## config.mk

```make
export PLATFORM = sky130hd
export DESIGN_NAME = sirq_host
export DESIGN_NICKNAME = d
export VERILOG_FILES = /design/src/rtl/sirq_pkg.sv /design/src/rtl/sirq_cfg.sv /design/src/rtl/sirq_seq.sv /design/src/rtl/sirq_cap.sv /design/src/rtl/sirq_host.sv
export SDC_FILE = /design/constraint.sdc
export NUM_CORES = 1
export LEC_CHECK = 0
export ABC_AREA = 1
export BUFFER_PORTS_ARGS = -buffer_cell sky130_fd_sc_hd__clkbuf_2
export CORE_MARGIN = 2
export CORE_UTILIZATION = 35
export CTS_CLUSTER_SIZE = 25
export DETAILED_ROUTE_END_ITERATION = 8
export GPL_ROUTABILITY_DRIVEN = 0
export SLEW_MARGIN = 25
export SYNTH_ARGS = -nofsm -noshare
export SYNTH_HDL_FRONTEND = slang
export SYNTH_SLANG_ARGS = --single-unit
```

## constraint.sdc

```tcl
create_clock -name clk -period 1.6 [get_ports clk]
set_input_delay 0.32 -clock clk [delete_from_list [all_inputs] [get_ports clk]]
set_output_delay 0.32 -clock clk [all_outputs]
set_load 0.02 [all_outputs]
```

## src/rtl/sirq_pkg.sv

```systemverilog
// Shared types and timing constants for the serial interrupt host.
// Assumes: one bus clock, everything on its rising edge.
package sirq_pkg;

    typedef enum logic [2:0] {
        ST_BOOT,   // one clock after reset, line released
        ST_START,  // host pulls line low for the Start Frame
        ST_TURN,   // one released clock before frame 0
        ST_FRAME,  // IRQ/data frames, 3 clocks each
        ST_STOP,   // host pulls line low for the Stop Frame
        ST_GAP,    // two released clocks after the Stop Frame
        ST_QIDLE   // quiet mode: wait for a slave start
    } sirq_st_t;

    localparam int START_LAST  = 3;  // last count value of the 4-clock start
    localparam int GAP_LAST    = 1;  // last count value of the 2-clock gap
    localparam int PH_SAMPLE   = 0;  // frame phase in which the line is sampled
    localparam int PH_LAST     = 2;  // last phase of a 3-clock frame

endpackage

```

## src/rtl/sirq_cfg.sv

```systemverilog
// Configuration latch: clamps the requested frame count and holds it for a
// cycle, and holds the stop-width mode from the start of each Stop Frame.
// Assumes: NSLOT < 2**CFGW and MIN_FRAMES <= NSLOT.
module sirq_cfg #(
    parameter int NSLOT      = 32,
    parameter int MIN_FRAMES = 17,
    parameter int CFGW       = 8,
    localparam int IW        = (NSLOT > 1) ? $clog2(NSLOT) : 1
) (
    input  logic            clk,
    input  logic            rst_n,
    input  logic [CFGW-1:0] cfg_frames,
    input  logic            cfg_quiet,
    input  logic            load_cyc,
    input  logic            load_mode,
    output logic [IW-1:0]   last_idx,
    output logic            quiet_q
);

    logic [CFGW-1:0] n_eff;

    // Clamp the requested frame count to the legal range.
    always_comb begin
        if (cfg_frames < CFGW'(MIN_FRAMES))
            n_eff = CFGW'(MIN_FRAMES);
        else if (cfg_frames > CFGW'(NSLOT))
            n_eff = CFGW'(NSLOT);
        else
            n_eff = cfg_frames;
    end

    // Latch the last frame index when a Start Frame begins.
    always_ff @(posedge clk) begin
        if (!rst_n)
            last_idx <= IW'(MIN_FRAMES - 1);
        else if (load_cyc)
            last_idx <= IW'(n_eff - CFGW'(1));
    end

    // Latch the mode when a Stop Frame begins; reset leaves slaves continuous.
    always_ff @(posedge clk) begin
        if (!rst_n)
            quiet_q <= 1'b0;
        else if (load_mode)
            quiet_q <= cfg_quiet;
    end

endmodule

```

## src/rtl/sirq_seq.sv

```systemverilog
// Cycle sequencer: walks start, turnaround, frames, stop and gap, and in
// quiet mode waits for a slave-driven start or a forced return to
// continuous mode.
// Assumes: last_idx and quiet_q come from registers (no combinational loop).
module sirq_seq
    import sirq_pkg::*;
#(
    parameter int NSLOT = 32,
    localparam int IW   = (NSLOT > 1) ? $clog2(NSLOT) : 1
) (
    input  logic          clk,
    input  logic          rst_n,
    input  logic          line_in,
    input  logic          cfg_quiet,
    input  logic          quiet_q,
    input  logic [IW-1:0] last_idx,
    output sirq_st_t      st,
    output logic          drive_low,
    output logic          samp_en,
    output logic [IW-1:0] samp_idx,
    output logic          load_cyc,
    output logic          load_mode
);

    sirq_st_t      st_n;
    logic [1:0]    cnt, cnt_n;
    logic [1:0]    ph, ph_n;
    logic [IW-1:0] fidx, fidx_n;
    logic [1:0]    stop_last;

    assign stop_last = quiet_q ? 2'd1 : 2'd2;

    // Next-state, counters and load strobes.
    always_comb begin
        st_n      = st;
        cnt_n     = cnt;
        ph_n      = ph;
        fidx_n    = fidx;
        load_cyc  = 1'b0;
        load_mode = 1'b0;
        unique case (st)
            ST_BOOT: begin
                st_n     = ST_START;
                cnt_n    = 2'd0;
                load_cyc = 1'b1;
            end
            ST_START: begin
                if (cnt == 2'(START_LAST)) st_n = ST_TURN;
                else                       cnt_n = cnt + 2'd1;
            end
            ST_TURN: begin
                st_n   = ST_FRAME;
                ph_n   = 2'd0;
                fidx_n = '0;
            end
            ST_FRAME: begin
                if (ph == 2'(PH_LAST)) begin
                    ph_n = 2'd0;
                    if (fidx == last_idx) begin
                        st_n      = ST_STOP;
                        cnt_n     = 2'd0;
                        load_mode = 1'b1;
                    end else begin
                        fidx_n = fidx + IW'(1);
                    end
                end else begin
                    ph_n = ph + 2'd1;
                end
            end
            ST_STOP: begin
                if (cnt == stop_last) begin
                    st_n  = ST_GAP;
                    cnt_n = 2'd0;
                end else begin
                    cnt_n = cnt + 2'd1;
                end
            end
            ST_GAP: begin
                if (cnt == 2'(GAP_LAST)) begin
                    if (quiet_q) begin
                        st_n = ST_QIDLE;
                    end else begin
                        st_n     = ST_START;
                        cnt_n    = 2'd0;
                        load_cyc = 1'b1;
                    end
                end else begin
                    cnt_n = cnt + 2'd1;
                end
            end
            ST_QIDLE: begin
                if (!line_in) begin
                    st_n     = ST_START;   // slave already gave one low clock
                    cnt_n    = 2'd1;
                    load_cyc = 1'b1;
                end else if (!cfg_quiet) begin
                    st_n     = ST_START;
                    cnt_n    = 2'd0;
                    load_cyc = 1'b1;
                end
            end
            default: st_n = ST_BOOT;
        endcase
    end

    // State and counter registers.
    always_ff @(posedge clk) begin
        if (!rst_n) begin
            st   <= ST_BOOT;
            cnt  <= 2'd0;
            ph   <= 2'd0;
            fidx <= '0;
        end else begin
            st   <= st_n;
            cnt  <= cnt_n;
            ph   <= ph_n;
            fidx <= fidx_n;
        end
    end

    assign drive_low = (st == ST_START) || (st == ST_STOP);
    assign samp_en   = (st == ST_FRAME) && (ph == 2'(PH_SAMPLE));
    assign samp_idx  = fidx;

endmodule

```

## src/rtl/sirq_cap.sv

```systemverilog
// Slot capture bank: one flop per interrupt slot, loaded with the inverted
// line level when its frame's sample phase is active.
// Assumes: samp_idx < NSLOT whenever samp_en is high.
module sirq_cap #(
    parameter int              NSLOT   = 32,
    parameter logic [NSLOT-1:0] DEF_IRQ = '0,
    localparam int             IW      = (NSLOT > 1) ? $clog2(NSLOT) : 1
) (
    input  logic             clk,
    input  logic             rst_n,
    input  logic             line_in,
    input  logic             samp_en,
    input  logic [IW-1:0]    samp_idx,
    output logic [NSLOT-1:0] irq
);

    for (genvar i = 0; i < NSLOT; i++) begin : g_slot
        // Capture slot i in its sample phase; low line means asserted.
        always_ff @(posedge clk) begin
            if (!rst_n)
                irq[i] <= DEF_IRQ[i];
            else if (samp_en && (samp_idx == IW'(i)))
                irq[i] <= ~line_in;
        end
    end

endmodule

```

## src/rtl/sirq_host.sv

```systemverilog
// Serial interrupt bus host: top level tying together the sequencer, the
// configuration latch and the slot capture bank.
// Assumes: the line is open-drain; sio_out is the value driven when sio_oe=1.
module sirq_host
    import sirq_pkg::*;
#(
    parameter int               NSLOT      = 32,
    parameter int               MIN_FRAMES = 17,
    parameter int               CFGW       = 8,
    parameter logic [NSLOT-1:0] DEF_IRQ    = '0,
    localparam int              IW         = (NSLOT > 1) ? $clog2(NSLOT) : 1
) (
    input  logic             clk,
    input  logic             rst_n,
    input  logic             sio_in,
    output logic             sio_oe,
    output logic             sio_out,
    input  logic [CFGW-1:0]  cfg_frames,
    input  logic             cfg_quiet,
    output logic [NSLOT-1:0] irq_out
);

    sirq_st_t      st;
    logic          drive_low, samp_en, load_cyc, load_mode, quiet_q;
    logic [IW-1:0] samp_idx, last_idx;

    sirq_seq #(.NSLOT(NSLOT)) u_seq (
        .clk(clk), .rst_n(rst_n), .line_in(sio_in), .cfg_quiet(cfg_quiet),
        .quiet_q(quiet_q), .last_idx(last_idx), .st(st),
        .drive_low(drive_low), .samp_en(samp_en), .samp_idx(samp_idx),
        .load_cyc(load_cyc), .load_mode(load_mode)
    );

    sirq_cfg #(.NSLOT(NSLOT), .MIN_FRAMES(MIN_FRAMES), .CFGW(CFGW)) u_cfg (
        .clk(clk), .rst_n(rst_n), .cfg_frames(cfg_frames),
        .cfg_quiet(cfg_quiet), .load_cyc(load_cyc), .load_mode(load_mode),
        .last_idx(last_idx), .quiet_q(quiet_q)
    );

    sirq_cap #(.NSLOT(NSLOT), .DEF_IRQ(DEF_IRQ)) u_cap (
        .clk(clk), .rst_n(rst_n), .line_in(sio_in), .samp_en(samp_en),
        .samp_idx(samp_idx), .irq(irq_out)
    );

    assign sio_oe  = drive_low;
    assign sio_out = 1'b0;

endmodule

```

==> run summary, run 1 <==
=================================================================================
DIE HEIGHT ......................................................... 92.2 microns
CTS clk-pin slew, worst paths ......................................      0.09 ns
Global Route Usage Sum .............................................        16.1%
Number of max-capacitance violations reported ......................            0
Largest incremental delay on the critical path .....................      0.38 ns
Via count of the first global-routing pass .........................        2,544
Diode insertion count for antenna repair ...........................            0
Max Root-Sink Buffers ..............................................            2
Flip-flop and latch area ........................................... 0.00102 sq mm
Net count reported at finish .......................................          489
Post-DP HPWL ....................................................... 4850 microns
Arrival time of the worst setup path ...............................      1.22 ns
Classification of the worst-slack hold path ........................ primary input to flip-flop
Netlist cell types .................................................           31
# clock sinks ......................................................           50
Comb pwr share .....................................................        34.6%
Total gr overflow ..................................................            0
Total Die Area ..................................................... 0.00849 sq mm
Chip width ......................................................... 92.2 microns
Number of levels in the clock H-tree ...............................            2
Total power of the final layout ....................................    0.00373 W
Run status .........................................................    completed
DRC violation count after routing ..................................            0
Post-Route Setup TNS ...............................................         0 ns
RSZ-0062 raised after global routing ...............................         true
Iteration count of the initial detailed-routing pass ...............            4
Number of buffers added by the clock tree synthesis step ...........            5
Yosys warns ........................................................            0
Kind of start point of the critical path ...........................    flip-flop
Final worst-path setup slack .......................................    0.0559 ns
Sequential Power Share .............................................        39.8%
Pwr Density ........................................................ 1060 mW/mm^2
Post-route minimum period ..........................................      1.54 ns
Ports ..............................................................           46
First-pass GRT wire length ......................................... 11,300 microns
Vias after detailed routing ........................................        2,670
CP cell instances .................................................. inv_4 > nand3_1 > buf_4 > nand2_1 > clkbuf_4
Post-synthesis net count ...........................................          411
Final count of negative-setup-slack endpoints ......................            0
Maximum number of pins on one net before global-route repair .......           27
Count of hold-fix buffers inserted at cts ..........................            0
Synthesis-to-finish area growth ....................................        29.0%
Achievable clock frequency .........................................    0.648 GHz
Initial detailed-routing violation count ...........................          170
Post-route antenna net violation count .............................            0
Total area of multi-input combinational cells ...................... 0.00150 sq mm
Clock root buffer .................................................. sky130_fd_sc_hd__clkbuf_8
Vias per std cell ..................................................         4.68
Clock Skews ........................................................    0.0159 ns
Wire length reported by the detailed router ........................ 6510 microns
Data required, critical path .......................................      1.28 ns
Area of the core region ............................................ 0.00761 sq mm
Post-synthesis sequential area ratio ...............................        36.8%
Detailed-route wire length per cell ................................ 11.4 microns
Final worst hold slack .............................................     0.324 ns
# fillers ..........................................................          809
Worst slack at placement ...........................................   -0.0887 ns
VDD IR max .........................................................       497 uV
CTS tree ...........................................................         done
Post-Synthesis Cell Area ........................................... 0.00272 sq mm
Hold Fails Final Rpt ...............................................            0
Antenna violations before repair ...................................            0
Number of max-slew violations in the final report ..................            0
Fraction of final layout cells with drive strength greater than 1 ..        28.0%
Proportion of power drawn by the clock network .....................        25.5%
Net switching fraction of the power ................................        35.2%
Port-buffer cells ..................................................           44
Internal cell power ................................................    0.00242 W
Row cnt ............................................................           32
Type of the worst setup path ....................................... flip-flop to output port
Starting density of the core .......................................        35.8%
Final period utilization ...........................................        96.5%
Length in cells of the worst reg-to-reg path .......................            8
Crit Path Max Fanout ...............................................            6
Post-synthesis area per instance ...................................   6.99 sq um
Source-to-sink clock delay at the later pin of the worst-skew pair .      0.32 ns
Leak pwr ...........................................................      1.57 nW
Number of register bits inferred by synthesis ......................           50
Cell at the slowest stage of the critical path ..................... sky130_fd_sc_hd__dfxtp_4
Count of cells along the worst hold path ...........................            2
Synthesized instance count .........................................          389
P_sw ...............................................................    0.00131 W
Kind of end point of the critical path .............................  output port
=================================================================================
[cells in the mapped netlist (all sizes together)]
library cell   n  area share [%]
o211ai         4             1.1
nand2         60             8.8
nor3          28             5.6
a211oi         1            0.28
o21ai         29             5.3
clkinv         2            0.28
nand3b         1            0.28
xor2           3            0.97
o21bai         3            0.83
a21oi         37             6.8
nand3         27             5.4
xnor2          3            0.97
a31oi          6             1.4
clkbuf         6            0.83
inv           55             7.6
conb           1            0.14
nand4          3            0.69
ha            10             4.6
nor2          53             9.3
buf            7             2.0
dfxtp         50              37
[cells in the final DEF (no fill, tap or decap), types with 4 or more instances in the layout]
master / n
sky130_fd_sc_hd__nand3_1: 23
sky130_fd_sc_hd__dfxtp_4: 4
sky130_fd_sc_hd__o21ai_1: 9
sky130_fd_sc_hd__nor2_1: 36
sky130_fd_sc_hd__inv_1: 51
sky130_fd_sc_hd__dfxtp_1: 44
sky130_fd_sc_hd__buf_4: 39
sky130_fd_sc_hd__o21ai_0: 20
sky130_fd_sc_hd__nor3_1: 26
sky130_fd_sc_hd__clkbuf_2: 43
sky130_fd_sc_hd__ha_1: 8
sky130_fd_sc_hd__nor2_4: 7
sky130_fd_sc_hd__nor2_2: 10
sky130_fd_sc_hd__a31oi_1: 6
sky130_fd_sc_hd__clkbuf_8: 6
sky130_fd_sc_hd__a21oi_1: 36
sky130_fd_sc_hd__o211ai_1: 4
sky130_fd_sc_hd__nand2_1: 57
[state kept, by name (all words and copies together) (netlist names)]
name / flops
u_cap.irq: 32
u_cfg.last_idx: 5
u_cfg.quiet_q: 1
u_seq.cnt: 2
u_seq.ph: 2
u_seq.samp_idx: 5
u_seq.st: 3
[path summary, 6_finish.rpt]
kind	from	to	slack, ns
setup / recovery	u_seq.st[0]$_SDFFE_PN0P_	sio_oe	0.06
hold / removal	rst_n	u_cfg.last_idx[4]$_SDFFE_PN1P_	0.32
setup reg to reg	u_seq.st[2]$_SDFFE_PN0P_	u_cap.irq[27]$_SDFFE_PN0P_	0.10
hold reg to reg	u_cap.irq[31]$_SDFFE_PN0P_	u_cap.irq[31]$_SDFFE_PN0P_	0.46
[critical path, delay by kind of cell (launching register included)]
family	cells	cell delay, ns
buf+inv	3	0.39
simple gates	2	0.14
flops	1	0.38
[per-layer routing]
| layer | share of wire [%] | vias to the layer above | GRT usage (%) |
|---|---|---|---|
| met5 | 0 | - | 0 |
| met4 | 2.0 | 0 | 6.59 |
| met3 | 3.2 | 11 | 2.05 |
| met2 | 45 | 48 | 26.0 |
| met1 | 50 | 1181 | 21.8 |
| li1 | - | 1430 | - |
[cells by family (layout without fill, tap and decap cells)]
family	Yosys count	count (layout)	share of synthesized area [%]
AOI/OAI and AO/OA	80	80	15.7
xor gates and xnor gates	6	6	1.93
adders and majority gates	10	10	4.60
buffers and inverters	70	149	10.7
DFF	50	50	36.8
other	1	1	0.138
and+or+nand+nor	172	172	30.1
[through the flow]
| stage | area (sq um) | util, % | instances |
|---|---|---|---|
| finish | 3510 | 46.1 | 570 |
| global route | 3510 | 46.1 | 570 |
| floorplan | 2720 | - | 389 |
| CTS | 3410 | 44.9 | 568 |
| global placement | 3260 | 42.9 | 558 |
| detailed placement | 3260 | 42.9 | 558 |
[timing repair]
action,4_1_cts,5_1_grt
setup endpoints to repair,5,36
setup buffers,2,2
endpoints found under the hold margin,0,0
resized for setup,7,30
pin swaps,1,6
[layout make-up]
cell class | instances | area share, %
Clock buffer | 6 | 2.35
Clock inverter | 2 | 1.11
Inverter | 57 | 6.17
Multi-Input combinational cell | 269 | 42.7
Sequential cell | 50 | 29.0
Tap cell | 102 | 3.64
Timing Repair Buffer | 84 | 15.0
[power by group through the flow]
stage                     combinational (W)  sequential (W)  clock [W]
after detailed placement            0.00113         0.00149          0
after floorplan                    0.000796         0.00147          0
after global placement              0.00112         0.00149          0
after CTS                           0.00119         0.00148   0.000980
final                               0.00129         0.00148   0.000952
after global routing                0.00145         0.00151    0.00101
No activity file was read; power rests on OpenSTA's default activity.
==> inputs of run 2 (changes only) <==
--- a/config.mk
+++ b/config.mk
@@ -15,4 +15,5 @@
 export SLEW_MARGIN = 25
 export SYNTH_ARGS = -nofsm -noshare
 export SYNTH_HDL_FRONTEND = slang
+export SYNTH_HIERARCHICAL = 1
 export SYNTH_SLANG_ARGS = --single-unit
==> run 2 against run 1 <==
  * Worst hold slack lost 0.066 ns
  * Total power grew 13%
  * Via count grew 15%
  * Sequential share of layout area shrank 2.0 points
  * Synthesized cell count grew 28%
  * Global-route usage shrank 1.4 points
  * Critical path type unchanged
  * Largest cell class unchanged
  * Cell area grew 6.1%
  * Sequential cell count is the same
==> run summary, run 2 <==
=====================================================================================
Run status .............................................................    completed
Diode insertion count for antenna repair ...............................            0   unchanged
RSZ-0062 raised after global routing ...................................         true
Commonest cells after routing, fill and taps aside ..................... 120 x sky130_fd_sc_hd__nand2_1, 92 x sky130_fd_sc_hd__nor2_1, 75 x sky130_fd_sc_hd__inv_1, 64 x sky130_fd_sc_hd__nand3_1, 45 x sky130_fd_sc_hd__dfxtp_1
Wire length reported by the detailed router ............................ 6950 microns   +6.7%
CP cell instances ...................................................... inv_2 > buf_4 > nand2_1 > nand2_1 > nor2_2 > buf_4
Post-synth EDFFs .......................................................            0   unchanged
DIE HEIGHT ............................................................. 97.0 microns   +5.2%
Fraction of final layout cells with drive strength greater than 1 ......        20.9%   -7.1 points
Iteration count of the initial detailed-routing pass ...................            5   +1
Maximum number of pins on one net before global-route repair ...........           30   +11%
Library cell with the highest instance count after synthesis ........... sky130_fd_sc_hd__nand2_1
Flop-to-flop setup slack ...............................................      0.12 ns   +0.02 ns
Max Root-Sink Buffers ..................................................            2   unchanged
Number of max-slew violations in the final report ......................            0   unchanged
# fillers ..............................................................          880   +8.8%
First-pass GRT wire length ............................................. 11,800 microns   +4.6%
Biggest area consumer among synthesized cells .......................... sky130_fd_sc_hd__dfxtp_1
Final count of negative-setup-slack endpoints ..........................            0   unchanged
CTS clk-pin slew, worst paths ..........................................      0.09 ns   about the same
Largest family of logic cells by synthesized area ...................... simple AND/OR/NAND/NOR gates
Final worst-path setup slack ...........................................    0.0486 ns   -0.00734 ns
Area of the core region ................................................ 0.00830 sq mm   +9.1%
Net switching fraction of the power ....................................        36.9%   +1.8 points
Most common cell after layout, fill and taps aside ..................... sky130_fd_sc_hd__nand2_1
P_sw ...................................................................    0.00156 W   +19%
Internal cell power ....................................................    0.00267 W   +10%
Number of max-capacitance violations reported ..........................            0   unchanged
Ports ..................................................................           46   unchanged
Source-to-sink clock delay at the later pin of the worst-skew pair .....      0.30 ns   -0.02 ns
Achievable clock frequency .............................................    0.645 GHz   -0.47%
Launching point of the worst reg2reg path .............................. u_seq/st[2]$_SDFFE_PN0P_
Share of cell area taken by muxes after synthesis ......................           0%   unchanged
Kind of end point of the critical path .................................  output port
Row cnt ................................................................           33   +3.1%
Antenna violations before repair .......................................            0   unchanged
Flip-flop count of the largest register after layout ...................           32   unchanged
Total gr overflow ......................................................            0   unchanged
Post-synthesis area per instance .......................................   6.08 sq um   -13%
Most instantiated cells after synthesis ................................ 121 x sky130_fd_sc_hd__nand2_1, 95 x sky130_fd_sc_hd__nor2_1, 76 x sky130_fd_sc_hd__inv_1
Post-Synthesis Cell Area ............................................... 0.00303 sq mm   +11%
Inst Count DP ..........................................................          653   +17%
Post-route minimum period ..............................................      1.55 ns   +0.00734 ns
Count of cells along the worst hold path ...............................            3   +1
Via count of the first global-routing pass .............................        2,773   +9.0%
Kind of start point of the critical path ...............................    flip-flop
Largest incremental delay on the critical path .........................      0.34 ns   -0.04 ns
Cell at the slowest stage of the critical path ......................... sky130_fd_sc_hd__dfxtp_2
Netlist cell types .....................................................           34   +9.7%
Final non-filler cell area ............................................. 0.00372 sq mm   +6.1%
Count of hold-fix buffers inserted at cts ..............................            0   unchanged
Port-buffer cells ......................................................           44   unchanged
Worst min-delay path endpoint .......................................... u_cfg/quiet_q$_SDFFE_PN0P_
VDD IR max .............................................................       406 uV   -18%
Adder and majority gate portion of the synthesized area ................        2.07%   -2.5 points
Compound-gate portion of the synthesized area ..........................        6.41%   -9.3 points
Post-DP HPWL ........................................................... 5150 microns   +6.1%
Post-synthesis sequential area ratio ...................................        33.1%   -3.7 points
Register with the most flip-flops ......................................    u_cap/irq
Starting density of the core ...........................................        36.5%   +0.71 points
Synthesis-to-finish area growth ........................................        23.0%
Classification of the worst-slack hold path ............................ primary input to flip-flop
Number of register bits inferred by synthesis ..........................           50   unchanged
DRC violation count after routing ......................................            0   unchanged
Final worst hold slack .................................................     0.258 ns   -0.0663 ns
Number of levels in the clock H-tree ...................................            2   unchanged
Cell types occupying the most area after synthesis ..................... sky130_fd_sc_hd__dfxtp_1 33%, sky130_fd_sc_hd__nand2_1 15%, sky130_fd_sc_hd__nor2_1 12%
Proportion of power drawn by the clock network .........................        25.8%   +0.3 points
Vias per std cell ......................................................         4.62   -1.4%
Post-route antenna net violation count .................................            0   unchanged
Total Die Area ......................................................... 0.00941 sq mm   +11%
Non-filler instance count after layout .................................          666   +17%
Clock root buffer ...................................................... sky130_fd_sc_hd__clkbuf_8
Final period utilization ...............................................        97.0%   +0.46 points
Post-synthesis share of cell area spent on and, or, nand and nor gates .        44.4%   +14 points
Synthesized instance count .............................................          498   +28%
Share of flip-flops with an asynchronous set or reset after synthesis ..           0%   unchanged
End of the worst register-to-register path ............................. u_cfg/last_idx[4]$_SDFFE_PN1P_
Initial detailed-routing violation count ...............................          144   -15%
Clock Skews ............................................................    0.0100 ns   -0.00591 ns
Number of buffers added by the clock tree synthesis step ...............            5   unchanged
Length in cells of the worst reg-to-reg path ...........................            9   +1
Global Route Usage Sum .................................................        14.7%   -1.4 points
Vias after detailed routing ............................................        3,076   +15%
Pwr Density ............................................................ 1140 mW/mm^2   +6.9%
Worst slack at placement ...............................................    0.0476 ns   +0.136 ns
Hold Fails Final Rpt ...................................................            0   unchanged
Data required, critical path ...........................................      1.28 ns   about the same
Yosys warns ............................................................            6   +6
# clock sinks ..........................................................           50   unchanged
Crit Path Max Fanout ...................................................            6   unchanged
Parity-gate share of the synthesized area counting xor and xnor cells ..       0.579%   -1.4 points
Arrival time of the worst setup path ...................................      1.23 ns   about the same
Net count reported at finish ...........................................          577   +18%
Most used DFF post-synth ............................................... sky130_fd_sc_hd__dfxtp_1
Worst-Margin Slew ......................................................     0.537 ns
Detailed-route wire length per cell .................................... 10.4 microns   -8.7%
Comb pwr share .........................................................        38.1%   +3.5 points
Sequential Power Share .................................................        36.1%   -3.7 points
Final design utilization ...............................................        44.9%   -1.3 points
CTS tree ...............................................................         done
Type of the worst setup path ........................................... flip-flop to output port
Post-detailed-placement cell area ...................................... 0.00346 sq mm   +6.2%
Share of the synthesized area in the top cell type .....................        33.1%   -3.7 points
Worst hold path startpoint .............................................    cfg_quiet
Slew Limit Headroom ....................................................        64.1%
Post-synthesis net count ...............................................          515   +25%
Chip width ............................................................. 97.0 microns   +5.2%
Leak pwr ...............................................................      1.83 nW   +16%
=====================================================================================
## run 2: changes by cell type after synthesis, sizes merged, moves of 2 or more
cell	previous run	this run
nand2	60	128
nor2	53	103
nand3	27	66
inv	55	81
nor3	28	3
a21oi	37	19
o21ai	29	12
a31oi	6	0
ha	10	5
o21bai	3	0
xor2	3	0
o211ai	4	2
## run 2: how the worst max path moves through the flow
stage | startpoint | to | cells after the start
after floorplan | u_seq/st[2]$_SDFFE_PN0P_ | u_cap/irq[1]$_SDFFE_PN0P_ | 10
after global placement | u_seq/st[0]$_SDFFE_PN0P_ | u_cfg/last_idx[0]$_SDFFE_PN0P_ | 9
after detailed placement | cfg_frames[2] | u_cfg/last_idx[2]$_SDFFE_PN0P_ | 10
after CTS | u_seq/st[2]$_SDFFE_PN0P_ | sio_oe | 6
after global routing | u_seq/st[0]$_SDFFE_PN0P_ | u_cap/irq[28]$_SDFFE_PN0P_ | 11
final | u_seq/st[2]$_SDFFE_PN0P_ | sio_oe | 6
## run 2: layer usage
layer  global-route usage (%)  vias to the layer above  part of all wire [%]
li1                         -                     1657                     -
met1                     20.1                     1328                    49
met2                     23.7                       85                    45
met3                     2.67                        6                   5.7
met4                     4.12                        0                  0.84
met5                        0                        -                     0
## run 2: timing repair
action,in CTS,in global routing
buffers inserted,1,1
endpoints found under the setup margin,1,43
gates cloned,0,3
resized for setup,5,16
pin swaps,0,3
## run 2: cell type report
cell class	count	area [sq um]	area share, %
Clock inverter	2	60.1	1.61
Sequential cell	50	1010	27.0
Multi-Input combinational cell	350	1650	44.4
Inverter	84	318	8.53
Tap cell	105	131	3.53
Timing Repair Buffer	69	472	12.7
Clock buffer	6	82.6	2.22
## run 2: through the flow
stage          power (W)  setup TNS, ns
2_1_floorplan    0.00264              0
3_3_place_gp     0.00303              0
3_5_place_dp     0.00305              0
4_1_cts          0.00419              0
5_1_grt          0.00454         -0.133
6_report         0.00423              0
## run 2: cell families (layout without fill, tap and decap cells)
group / Yosys count / in the layout
AND/OR/NAND/NOR: 308 / 308
flip-flops: 50 / 50
AO/OA/AOI/OAI: 34 / 34
adder cells (fa/ha/maj): 5 / 5
XOR/XNOR: 2 / 2
other: 1 / 1
buffers and inverters: 98 / 161
## run 2: power by group through the flow
stage               logic [W]  clock network (W)  registers [W]
floorplan             0.00110                  0        0.00154
global placement      0.00149                  0        0.00155
detailed placement    0.00150                  0        0.00155
CTS                   0.00154            0.00113        0.00152
global route          0.00183            0.00116        0.00155
finish                0.00161            0.00109        0.00153
## run 2: critical path: cells and delay by family (launching register included)
kind | cells | cell delay [ns]
flops | 1 | 0.34
simple gates | 3 | 0.25
buf+inv | 3 | 0.34
